`config.mk`:
```
export PLATFORM = sky130hd
export DESIGN_NAME = phase_pwm_encoder
export DESIGN_NICKNAME = d
export VERILOG_FILES = /design/src/rtl/phase_pwm_encoder.sv
export SDC_FILE = /design/constraint.sdc
export NUM_CORES = 1
export LEC_CHECK = 0
export ABC_AREA = 1
export BUFFER_PORTS_ARGS = -buffer_cell sky130_fd_sc_hd__buf_4
export CAP_MARGIN = 15
export CORE_MARGIN = 2
export CORE_UTILIZATION = 40
export DETAILED_ROUTE_END_ITERATION = 8
export GPL_ROUTABILITY_DRIVEN = 0
export HOLD_SLACK_MARGIN = 0.1
export SYNTH_ARGS = -nofsm -noshare
export SYNTH_HDL_FRONTEND = slang
export SYNTH_SLANG_ARGS = --single-unit
```
`constraint.sdc`:
```
create_clock -name clk -period 3.02 [get_ports clk]
set_clock_uncertainty 0.2 [all_clocks]
set_input_delay 0.151 -clock clk [delete_from_list [all_inputs] [get_ports clk]]
set_output_delay 0.151 -clock clk [all_outputs]
set_load 0.02 [all_outputs]
```
`src/rtl/phase_pwm_encoder.sv`:
```
module phase_pwm_encoder (
  input  logic       clk,
  input  logic       rst_n,
  input  logic [2:0] code_i,
  input  logic       code_vld_i,
  input  logic       frame_i,
  output logic       pulse_o,
  output logic       sign_o
);
  localparam int unsigned NPH  = 7;
  localparam int unsigned LAST = NPH - 1;

  logic [2:0] pend_q, act_q, ph_q;
  logic       run_q;

  logic [2:0] pend_n, code_n, ph_n, rank, pos_n, neg_n;
  logic [3:0] twice, act_cnt;
  logic       run_n;

  assign pend_n = code_vld_i ? code_i : pend_q;
  assign code_n = frame_i ? pend_n : act_q;
  assign run_n  = run_q | frame_i;
  assign ph_n   = (frame_i || ph_q == 3'(LAST)) ? 3'd0 : ph_q + 3'd1;

  assign twice  = {ph_n, 1'b0};
  assign rank   = (twice >= 4'(NPH)) ? 3'(twice - 4'(NPH)) : twice[2:0];

  assign pos_n   = (code_n == 3'd0) ? 3'd0 : code_n - 3'd1;
  assign neg_n   = (code_n == 3'd0) ? 3'd7 : 3'd7 - code_n;
  assign act_cnt = {1'b0, pos_n} + {1'b0, neg_n};

  always_ff @(posedge clk or negedge rst_n) begin
    if (!rst_n) begin
      pend_q  <= 3'd0;
      act_q   <= 3'd0;
      ph_q    <= 3'd0;
      run_q   <= 1'b0;
      pulse_o <= 1'b0;
      sign_o  <= 1'b0;
    end else begin
      pend_q <= pend_n;
      if (frame_i) act_q <= pend_n;
      if (run_n)   ph_q  <= ph_n;
      run_q   <= run_n;
      pulse_o <= run_n && ({1'b0, rank} < act_cnt);
      sign_o  <= run_n && (rank < pos_n);
    end
  end
endmodule


```
# Word level (Yosys, flattened, before mapping)
# Index checks and enable logic that the tools add are counted.
dict set report totals {
  register_bits 12
  output_inout_bits 2
}
dict set report classes {
  add_sub_neg 5
  n_lt_le_gt_ge 3
  n_eq_ne 1
  n_mux 6
  bitwise 1
  n_reduce_logical 4
}
# operator n
set op_table {}
lappend op_table {{$mux 3} 6}
lappend op_table {{$add 3x3->4} 1}
lappend op_table {{$ge 4x3->1 const B} 1}
lappend op_table {{$lt 3x4->1} 1}
lappend op_table {{$add 3x1->3 const B} 1}
lappend op_table {{$eq 3x3->1 const B} 1}
lappend op_table {{$logic_not 3->1} 1}
lappend op_table {{$lt 3x3->1} 1}
lappend op_table {{$sub 3x1->3 const B} 1}
lappend op_table {{$sub 3x3->3 const A} 1}
lappend op_table {{$sub 3x3->3 const B} 1}
lappend op_table {{$logic_and 1x1->1} 2}
lappend op_table {{$logic_or 1x1->1} 1}
lappend op_table {{$or 1x1->1} 1}

# Logic depth before layout (Yosys ltp)
dict set report depth {
  ltp_word 7
  ltp_mapped 16
  depth_no_buf 16
}

# Worst setup path before layout
# OpenSTA, ideal clock, no wires.
dict set report synth_timing {
  path_kind {register to register}
  start {register act_q[1]}
  end {register pulse_o}
  setup_ns 0.077
  arrival_ns 2.046
  required_ns 2.743
  slack_ns 0.697
  path_stages_with_launch 15
  path_buffers 0
  period_less_slack_ns 2.323
  cell_sequence {dfrtp_1 or2_4 o21ai_4 nand2_1 clkinv_2 ha_1 inv_1 nand2_1 fa_1 ha_1 nand2_1 nand2_1 nand2_1 nand2_1 a21oi_1}
}
dict set report synth_between {
  elab_chain_cells 6
  word_cells_on_any_way 9
}
# item line
set synth_lines {}
lappend synth_lines {{from (decl)} 13} ;# logic [2:0] pend_q, act_q, ph_q;
lappend synth_lines {{from (signal assigned)} 42} ;# if (frame_i) act_q <= pend_n;
lappend synth_lines {{$mux 3 *} -}
lappend synth_lines {{$sub 3x1->3, or another cell as far along} 28} ;# assign pos_n = (code_n == 3'd0) ? 3'd0 : code_n - 3'd1;
lappend synth_lines {{$mux 3, on equally long branches} {28, 29}}
lappend synth_lines {{$add 3x3->4 *} 30} ;# assign act_cnt = {1'b0, pos_n} + {1'b0, neg_n};
lappend synth_lines {{$lt 3x4->1 *} 45} ;# pulse_o <= run_n && ({1'b0, rank} < act_cnt);
lappend synth_lines {{$logic_and 1x1->1 *} 45}
lappend synth_lines {{to (signal assigned)} 45}
lappend synth_lines {{to (decl)} 7} ;# output logic pulse_o,
# Every way passes the cells marked *; elsewhere a longest branch is shown, timed or not.
# A chain may end at the register's enable or synchronous reset.

# Worst setup path in the final report
dict set report layout_timing {
  start {input frame_i}
  end {register pulse_o}
}
dict set report layout_between {
  elab_chain_cells 6
  word_cells_on_any_way 15
}
# item line
set layout_lines {}
lappend layout_lines {{from (decl)} 6} ;# input logic frame_i,
lappend layout_lines {{$mux 3 or $logic_or 1x1->1 (tied branches)} -}
lappend layout_lines {{$sub 3x1->3, or another cell as far along} 28}
lappend layout_lines {{$mux 3, or another cell as far along} 28}
lappend layout_lines {{$add 3x3->4 or $mux 3 (tied branches)} {30, 26}}
lappend layout_lines {{$lt 3x4->1} 45}
lappend layout_lines {{$logic_and 1x1->1 *} 45}
# Marks and branches as above.

==> flow_summary.json <==
{
  "status": "finished clean",
  "hold_class": "in2reg",
  "cts_root_buffer": "clkbuf_4",
  "yosys_warnings": 0,
  "htreeDepth": 1,
  "num_vias": 609,
  "clk_latency_ns": 0.27,
  "cp.arrival_ns": 2.72,
  "layout-drive-gt1-share_pct": 20.0,
  "dieArea_um2": 2310,
  "timing.setup.tns_ns": 0,
  "clk_pin_slew_ns": 0.08,
  "seq_area_frac_synth_pct": 38.7,
  "switching_power_mw": 0.150,
  "first_pass_iters": 4,
  "intPower_mw": 0.328,
  "core_area_um2": 1780,
  "synthArstFlopShare_pct": 100,
  "irDropWorstVdd_mv": 0.179,
  "cts_buffers": 3,
  "syn_inst": 93,
  "worst-endpoint-required_ns": 3.02,
  "fp.dieH_um": 48.0,
  "dpl.hpwl_mm": 1.01,
  "setup_ws_ns": 0.300,
  "first_global_vias": 621,
  "pwr-share-comb_pct": 34.0,
  "clock-sinks": 12,
  "seqPwrFrac_pct": 39.6,
  "grt_max_degree": 13,
  "rsz0062_at_grt": "false",
  "ant_nets": 0,
  "detail_route.wl_per_cell_um": 10.2,
  "cp_common_cell": "nand2_1",
  "synth_cell_types": 19,
  "viasPerCell": 4.35,
  "clockBufferDepth": 2,
  "rr_startpoint": "pend_q[1]",
  "end_kind": "flop",
  "swShare_pct": 31.3,
  "clockPowerShare_pct": 26.4,
  "cp-start-kind": "input pin",
  "slew_viol_final": 0,
  "syn_nets": 112,
  "crit_chain": "dlygate4sd3_1, buf_4, or2_4, o21ai_4, nand2_1, clkinv_2, ha_1, inv_1, nand2_1, fa_1, ha_1, nand2_1, nand2_1, nand2_1, nand2_1, a21oi_1",
  "cp_slowest_cell": "dlygate4sd3_1",
  "timing.final.crit_period_ns": 2.72,
  "grt_first_pass_wirelength_mm": 2.36,
  "first_iter_violations": 7,
  "drt_wl_total_mm": 1.42,
  "syn_to_final_growth_pct": 29.4,
  "critPathLaunch": "frame_i",
  "worstSetupPathType": "in2reg",
  "place_ws_ns": 0.563,
  "synthTopCellsByArea": "dfrtp_1 39%, ha_1 18%, nand2_1 13%",
  "setup_violations": 0,
  "worstHoldStart": "code_vld_i",
  "slew_headroom_pct": 63.4,
  "drv_cap": 0,
  "cts_tree": "yes",
  "drc": 0,
  "leakage_nw": 0.529,
  "syn_area_per_cell_um2": 8.34,
  "die_w_um": 48.0,
  "post-route-period-util_pct": 90.1,
  "postCtsSetupBuffers": 0,
  "grt_remaining_overflow": 0,
  "nets": 135,
  "synth_edf_count": 0,
  "final-hold-violation-count": 0,
  "post-synth-top-count-cell": "nand2_1",
  "fmax_mhz": 368,
  "synth_top_area_cell": "dfrtp_1",
  "synth-main-ff-cell": "dfrtp_1",
  "p_per_area_nw_per_um2": 476,
  "synth_top_area_share_pct": 38.7,
  "io_pins": 9,
  "worst_pin_slew_ns": 0.548,
  "start_util_pct": 43.5,
  "grtUsageTotal_pct": 15.0,
  "fp-row-count": 15,
  "critPathMaxStageDelay_ns": 0.55,
  "netlist_top_cells_count": "26 x nand2_1, 15 x inv_1, 12 x dfrtp_1, 11 x ha_1, 5 x nor2_1",
  "antenna_cells": 0,
  "antenna_found_initial": 0,
  "syn_area_um2": 776,
  "ys_ff_latch": 12,
  "portBuffers": 8,
  "power_mw": 0.478,
  "cp_max_fo": 7
}
cells in the final DEF (no fill, tap or decap), types with 2 or more instances in the layout:
cell / Yosys / final
dlygate4sd3_1: 0 / 10
nor2_1: 5 / 5
clkbuf_4: 0 / 3
nand2_1: 26 / 26
a21oi_1: 4 / 4
inv_2: 3 / 3
inv_1: 15 / 15
ha_1: 11 / 11
nand2_2: 3 / 3
o21ai_2: 2 / 2
dfrtp_1: 12 / 12
buf_4: 0 / 8
o21ai_0: 2 / 2
o21ai_1: 2 / 2
per-stage QoR:
stage	util [%]	instances	area, um^2	hold slack (ns)
after CTS	56.3	140	1000	0.105
after global placement	48.6	126	867	-0.201
after detailed placement	48.6	126	867	-0.199
after floorplan	-	93	776	-0.345
after global routing	56.3	140	1000	0.170
final	56.3	140	1000	0.133
area by class of cell:
type | instances | area [um^2]
Sequential cell | 12 | 300
Inverter | 19 | 72.6
Tap cell | 25 | 31.3
Fill cell | 169 | 779
Timing Repair Buffer | 18 | 160
Clock buffer | 4 | 36.3
Multi-Input combinational cell | 62 | 403
power groups by stage:
stage	Combinational (mW)	Clock [mW]	Sequential [mW]
after floorplan	0.0955	0	0.203
after global placement	0.148	0	0.192
after detailed placement	0.151	0	0.192
after CTS	0.164	0.133	0.189
after global routing	0.188	0.139	0.191
final	0.163	0.126	0.189
kinds of logic (layout without fill, tap and decap cells):
| group | Yosys count | count (layout) | share of synthesized area, % |
|---|---|---|---|
| flops | 12 | 12 | 38.7 |
| fa+ha+maj | 12 | 12 | 20.3 |
| compound gates | 11 | 11 | 9.52 |
| xor+xnor | 1 | 1 | 1.13 |
| buf+inv | 19 | 41 | 9.35 |
| simple gates | 38 | 38 | 21.0 |
worst max-delay path: cells and delay by family:
family          cells  cell delay (ns)
compound gates      2             0.19
buf+inv             4             0.85
simple gates        7             0.67
fa+ha+maj           3             0.85
path summary, 6_finish.rpt:
path / end / slack, ns / cells after the start
max reg2reg: pulse_o / 0.54 / 15
min: act_q[0] / 0.13 / 5
min in group asynchronous: ph_q[2] / 0.73 / 3
max: pulse_o / 0.30 / 16
max in group asynchronous: sign_o / 1.53 / 3
min reg2reg: ph_q[1] / 0.28 / 2
metal layers:
layer  wire length [um]  GRT usage (%)  vias to the layer above
li1                   -              -                      324
met1                672           17.0                      277
met2                710           26.7                        6
met3                 19           1.13                        2
met4                 20           9.73                        0
met5                  0              0                        -
sequential cells by signal, indices dropped and copies added (netlist names):
signal and flops:
act_q 3, pend_q 3, ph_q 3, pulse_o 1, run_q 1, sign_o 1
repair_timing:
action,CTS,global route
setup endpoints to repair,0,0
hold endpoints to repair,21,0
gates resized for setup,0,0
hold buffers,10,0
(Power assumes the default switching activity.)
